File: config.mk
export PLATFORM = sky130hd
export DESIGN_NAME = hostIrqAgg
export DESIGN_NICKNAME = d
export VERILOG_FILES = /design/src/rtl/hirq_pkg.sv /design/src/rtl/hirq_ctrl.sv /design/src/rtl/hirq_datapath.sv /design/src/rtl/hostIrqAgg.sv
export SDC_FILE = /design/constraint.sdc
export NUM_CORES = 1
export LEC_CHECK = 0
export ABC_AREA = 1
export ABC_CLOCK_PERIOD_IN_PS = 2700
export BUFFER_PORTS_ARGS = -buffer_cell sky130_fd_sc_hd__buf_2
export CORE_ASPECT_RATIO = 0.6
export CORE_MARGIN = 8
export CORE_UTILIZATION = 45
export CTS_BUF_LIST = sky130_fd_sc_hd__clkbuf_2
export CTS_CLUSTER_SIZE = 30
export DETAILED_ROUTE_END_ITERATION = 7
export HOLD_SLACK_MARGIN = 0.12
export PLACE_DENSITY = 0.79
export SLEW_MARGIN = 40
export SYNTH_ARGS = -nofsm -noshare
export SYNTH_HDL_FRONTEND = slang
export SYNTH_SLANG_ARGS = --single-unit
File: constraint.sdc
create_clock -name clk -period 2.7 [get_ports clk]
set_input_delay 0.135 -clock clk [delete_from_list [all_inputs] [get_ports clk]]
set_output_delay 0.135 -clock clk [all_outputs]
set_load 0.005 [all_outputs]
File: src/rtl/hirq_pkg.sv
package hirq_pkg;

  // Register offsets; the bench and software rely on these values.
  localparam int unsigned OFF_MASK     = 0;
  localparam int unsigned OFF_MASK_SET = 1;
  localparam int unsigned OFF_MASK_CLR = 2;
  localparam int unsigned OFF_PEEK     = 3;
  localparam int unsigned OFF_POP      = 4;
  localparam int unsigned OFF_ACK      = 5;

  // Strobes from the decoder to the datapath.
  typedef struct packed {
    logic wrMask;
    logic setMask;
    logic clrMask;
    logic ackStat;
    logic rdMask;
    logic peekStat;
    logic popStat;
  } hirqStrobe_t;

endpackage

File: src/rtl/hirq_ctrl.sv
module hirq_ctrl
  import hirq_pkg::*;
#(
  parameter int ADDR_W = 3
) (
  input  logic              busWrEn,
  input  logic              busRdEn,
  input  logic [ADDR_W-1:0] busAddr,
  output hirqStrobe_t       stb
);

  localparam logic [ADDR_W-1:0] A_MASK = ADDR_W'(OFF_MASK);
  localparam logic [ADDR_W-1:0] A_SET  = ADDR_W'(OFF_MASK_SET);
  localparam logic [ADDR_W-1:0] A_CLR  = ADDR_W'(OFF_MASK_CLR);
  localparam logic [ADDR_W-1:0] A_PEEK = ADDR_W'(OFF_PEEK);
  localparam logic [ADDR_W-1:0] A_POP  = ADDR_W'(OFF_POP);
  localparam logic [ADDR_W-1:0] A_ACK  = ADDR_W'(OFF_ACK);

  always_comb begin
    stb          = '0;
    stb.wrMask   = busWrEn && (busAddr == A_MASK);
    stb.setMask  = busWrEn && (busAddr == A_SET);
    stb.clrMask  = busWrEn && (busAddr == A_CLR);
    stb.ackStat  = busWrEn && (busAddr == A_ACK);
    stb.rdMask   = busRdEn && (busAddr == A_MASK);
    stb.peekStat = busRdEn && (busAddr == A_PEEK);
    stb.popStat  = busRdEn && (busAddr == A_POP);
  end

endmodule

File: src/rtl/hirq_datapath.sv
module hirq_datapath
  import hirq_pkg::*;
#(
  parameter int                 NUM_SRC  = 16,
  parameter logic [NUM_SRC-1:0] MASK_RST = NUM_SRC'(1)
) (
  input  logic               clk,
  input  logic               rstN,
  input  hirqStrobe_t        stb,
  input  logic [NUM_SRC-1:0] wrData,
  input  logic [NUM_SRC-1:0] evtIn,
  output logic [NUM_SRC-1:0] rdData,
  output logic               irqOut
);

  logic [NUM_SRC-1:0] status;
  logic [NUM_SRC-1:0] mask;
  logic [NUM_SRC-1:0] clrVec;
  logic [NUM_SRC-1:0] pending;

  // Bits retired this cycle: acknowledge data, or all bits on a pop.
  always_comb begin
    clrVec = '0;
    if (stb.ackStat) clrVec = clrVec | wrData;
    if (stb.popStat) clrVec = '1;
  end

  // Sticky status; an event beats a clear of the same bit.
  for (genvar i = 0; i < NUM_SRC; i++) begin : g_stat
    always_ff @(posedge clk or negedge rstN) begin
      if (!rstN) status[i] <= 1'b0;
      else       status[i] <= evtIn[i] | (status[i] & ~clrVec[i]);
    end
  end

  always_ff @(posedge clk or negedge rstN) begin
    if (!rstN) begin
      mask <= MASK_RST;
    end else if (stb.wrMask) begin
      mask <= wrData;
    end else if (stb.setMask) begin
      mask <= mask | wrData;
    end else if (stb.clrMask) begin
      mask <= mask & ~wrData;
    end
  end

  assign pending = status & ~mask;

  always_ff @(posedge clk or negedge rstN) begin
    if (!rstN) begin
      irqOut <= 1'b0;
      rdData <= '0;
    end else begin
      irqOut <= |pending;
      if (stb.peekStat || stb.popStat) rdData <= status;
      else if (stb.rdMask)             rdData <= mask;
      else                             rdData <= '0;
    end
  end

  AST_EVT_KEPT: assert property (@(posedge clk) disable iff (!rstN)
    (evtIn != '0) |=> ((status & $past(evtIn)) == $past(evtIn)));

  AST_POP_EMPTIES: assert property (@(posedge clk) disable iff (!rstN)
    (stb.popStat && evtIn == '0) |=> (status == '0));

  AST_ACK_CLEARS: assert property (@(posedge clk) disable iff (!rstN)
    (stb.ackStat && !stb.popStat && evtIn == '0)
      |=> ((status & $past(wrData)) == '0));

  AST_PEEK_KEEPS: assert property (@(posedge clk) disable iff (!rstN)
    (stb.peekStat && !stb.ackStat && evtIn == '0) |=> $stable(status));

  AST_MASK_SET: assert property (@(posedge clk) disable iff (!rstN)
    stb.setMask |=> ((mask & $past(wrData)) == $past(wrData)));

  AST_MASK_CLR: assert property (@(posedge clk) disable iff (!rstN)
    stb.clrMask |=> ((mask & $past(wrData)) == '0));

  AST_IRQ_QUIET: assert property (@(posedge clk) disable iff (!rstN)
    ((status & ~mask) == '0) |=> !irqOut);

  AST_IRQ_RAISE: assert property (@(posedge clk) disable iff (!rstN)
    ((status & ~mask) != '0) |=> irqOut);

endmodule

File: src/rtl/hostIrqAgg.sv
module hostIrqAgg
  import hirq_pkg::*;
#(
  parameter int                 NUM_SRC  = 16,
  parameter int                 ADDR_W   = 3,
  parameter logic [NUM_SRC-1:0] MASK_RST = NUM_SRC'(1)
) (
  input  logic               clk,
  input  logic               rstN,
  input  logic [NUM_SRC-1:0] evtIn,
  input  logic [ADDR_W-1:0]  busAddr,
  input  logic               busWrEn,
  input  logic [NUM_SRC-1:0] busWrData,
  input  logic               busRdEn,
  output logic [NUM_SRC-1:0] busRdData,
  output logic               irqOut
);

  hirqStrobe_t stb;

  hirq_ctrl #(.ADDR_W(ADDR_W)) u_ctrl (
    .busWrEn (busWrEn),
    .busRdEn (busRdEn),
    .busAddr (busAddr),
    .stb     (stb)
  );

  hirq_datapath #(.NUM_SRC(NUM_SRC), .MASK_RST(MASK_RST)) u_dp (
    .clk    (clk),
    .rstN   (rstN),
    .stb    (stb),
    .wrData (busWrData),
    .evtIn  (evtIn),
    .rdData (busRdData),
    .irqOut (irqOut)
  );

endmodule

==> impl_metrics.ini <==
[floorplan]
rows = 19
chipWidth_um = 106.5
die_y_um = 70.33
start_util_pct = 47.50
coreArea_um2 = 4659
die-area_um2 = 7492
pin_count = 56

[global_route]
use_met3_pct = 4.945
grt_use_met1_pct = 18.99
grt_max_degree = 50
grt_pass1_vias = 2069
antenna_found_initial = 0
grt_use_total_pct = 15.56
grtUsageMet2_pct = 25.48
busiest_layer = met2
grt_overflow = 0
grt_pass1_wl_mm = 9.542

[sta]
clock.fmax_mhz = 701.6
tightestPinTransition_ns = 0.7136
hold_viol_final = 0
rsz0062_at_grt = false
finalCritPeriodShare_pct = 52.79
drv_slew = 0
setup_tns_ns = 0
fin_ws_ns = 1.275
fin_crit_ns = 1.425
hold_slack_ns = 0.1782
setup_viol = 0
final.setup_skew_ns = 0.02380
relSlewSlack_pct = 52.42

[place]
place_congestion = 0.7989
port_buffers = 55
hpwlAfterDp_mm = 3.806
placed_area_um2 = 2536
pre_cts_ws_ns = 1.102
dp_cells = 395

[critical_path]
r2r-start = u_dp.status[1]$_DFF_PN0_
crit_type = in -> reg
reg2regPathDepth = 3
worst_setup_path_end_kind = register
crit_arrival_ns = 1.74
critPathRequiredTime_ns = 3.02
cp_max_fo = 16
crit_start = busAddr[1]
crit_path_start_kind = input pin

[clocking]
postCtsSetupBuffers = 0
cts_tree = done
numClockSinks = 49
cts-htree-levels = 2
cts_resized = 0
clk_pin_slew_ns = 0.25
hold_buffers = 49
numCtsBuffers = 5
clockRootBuffer = clkbuf_2
ctsLongestPathBuffers = 2
insertion_delay_ns = 0.42

[cells_and_area]
drive_gt1_share_pct = 17.99
fin_nets = 427
antennaDiodeCount = 0
final_area_um2 = 3067
fin_util_pct = 65.82
area_growth_pct = 38.55
final_cells = 452
fillers = 415

[synthesis]
yosys-top-cells-area = dfrtp_1 (54%), nand2_1 (19%), inv_1 (7.0%)
synth_area_per_cell_um2 = 7.821
ys_seq_area_share_pct = 55.46
synth_top_cell_by_area = dfrtp_1
yosys.area.top_type_share_pct = 54.27
ys_seq_elements = 49
synth_nets = 322
yosysWarnings = 0
post_synth_instance_area_um2 = 2213
synthesis.instances = 283
ys_types = 18

[power]
p_leak_nw = 1.649
seqPwrFrac_pct = 58.7
power.switching_fraction_pct = 29.07
power.density_nw_per_um2 = 466.3
pwr-share-clk_pct = 21.2
power_frac_comb_pct = 20.1
intPower_mw = 1.014
switching_power_mw = 0.4158
total_power_mw = 1.430
ir_worst_vdd_mv = 0.2898

[routing]
drc_errors = 0
vias_per_cell = 4.677
drtAntennaViolNets = 0
route.vias.total = 2114
dr.first_iter.drc_count = 97
firstDrtPassIters = 4
wl_mm = 5.638
avgRoutedWirePerCell_um = 12.47

[worst_hold_path]
min_path_cells = 5
hold_class = in -> reg
hp-start = busAddr[1]

[run_status]
status = finished, final reports clean

[run]
maxCapViolCount = 0
## cell type report
type,instances,area [µm²],share of cell area (%)
inverters,41,153.9,5.018
clock buffers,8,40.04,1.306
multi-input cells,186,790.8,25.79
repair buffers,105,775.7,25.30
flip-flops and latches,49,1227,40.02
well taps,63,78.83,2.570
## power groups by stage
stage	Clock [mW]	Combinational, mW	Sequential, mW
floorplan	0	0.137	0.845
global placement	0	0.223	0.850
detailed placement	0	0.235	0.854
CTS	0.301	0.288	0.839
global route	0.339	0.331	0.848
finish	0.303	0.288	0.840
## path summary, 6_finish.rpt
path                                               to  slack, ns
hold / removal                               register       0.18
max in group asynchronous  asynchronous set/reset pin       2.05
hold reg to reg                              register       0.52
setup reg to reg             u_dp.status[1]$_DFF_PN0_       1.43
min in group asynchronous    u_dp.rdData[4]$_DFF_PN0_       0.24
setup / recovery            u_dp.status[14]$_DFF_PN0_       1.27
## routing by layer
layer	vias up	routed length [µm]
met2	73	2651
li1	1070	-
met4	0	81
met5	-	0
met3	9	410
met1	962	2494
## cell families after synthesis
kind of cell           after synthesis  share of synthesized area, %
AND/OR/NAND/NOR                    153                         28.10
AO/OA/AOI/OAI                       33                         7.631
buffers and inverters               48                         8.819
flip-flops                          49                         55.46
## Yosys cell counts (all sizes together)
cell type and instances:
nand4 1, clkbuf 2, o21ai 33, dfstp 1, nor2 21, buf 5
dfrtp 48, nand2 113, inv 41, nand3 18
## worst max-delay path, stage by stage
cell and delay [ns]:
buf_2 0.13, inv_1 0.05, nand2_1 0.06, nor2_2 0.54, nand2_1 0.11, nand3_1 0.10
nand2_1 0.05, dlygate4sd3_1 0.56
## placed cells by master (no fill, tap or decap)
cell type      netlist  final
nand3_2              1      1
dlygate4sd3_1        0     49
nand2_4              1      1
nor2_2               1      1
nand3_1             17     17
dfstp_2              1      1
nor2_1              19     19
clkbuf_2             0      8
inv_1               41     41
nor2_4               1      1
o21ai_2              1      1
o21ai_0             28     28
nand4_1              1      1
nand2_1            112    112
buf_2                3     54
buf_4                1      2
dfrtp_1             48     48
o21ai_1              4      4
(Power assumes the default switching activity.)
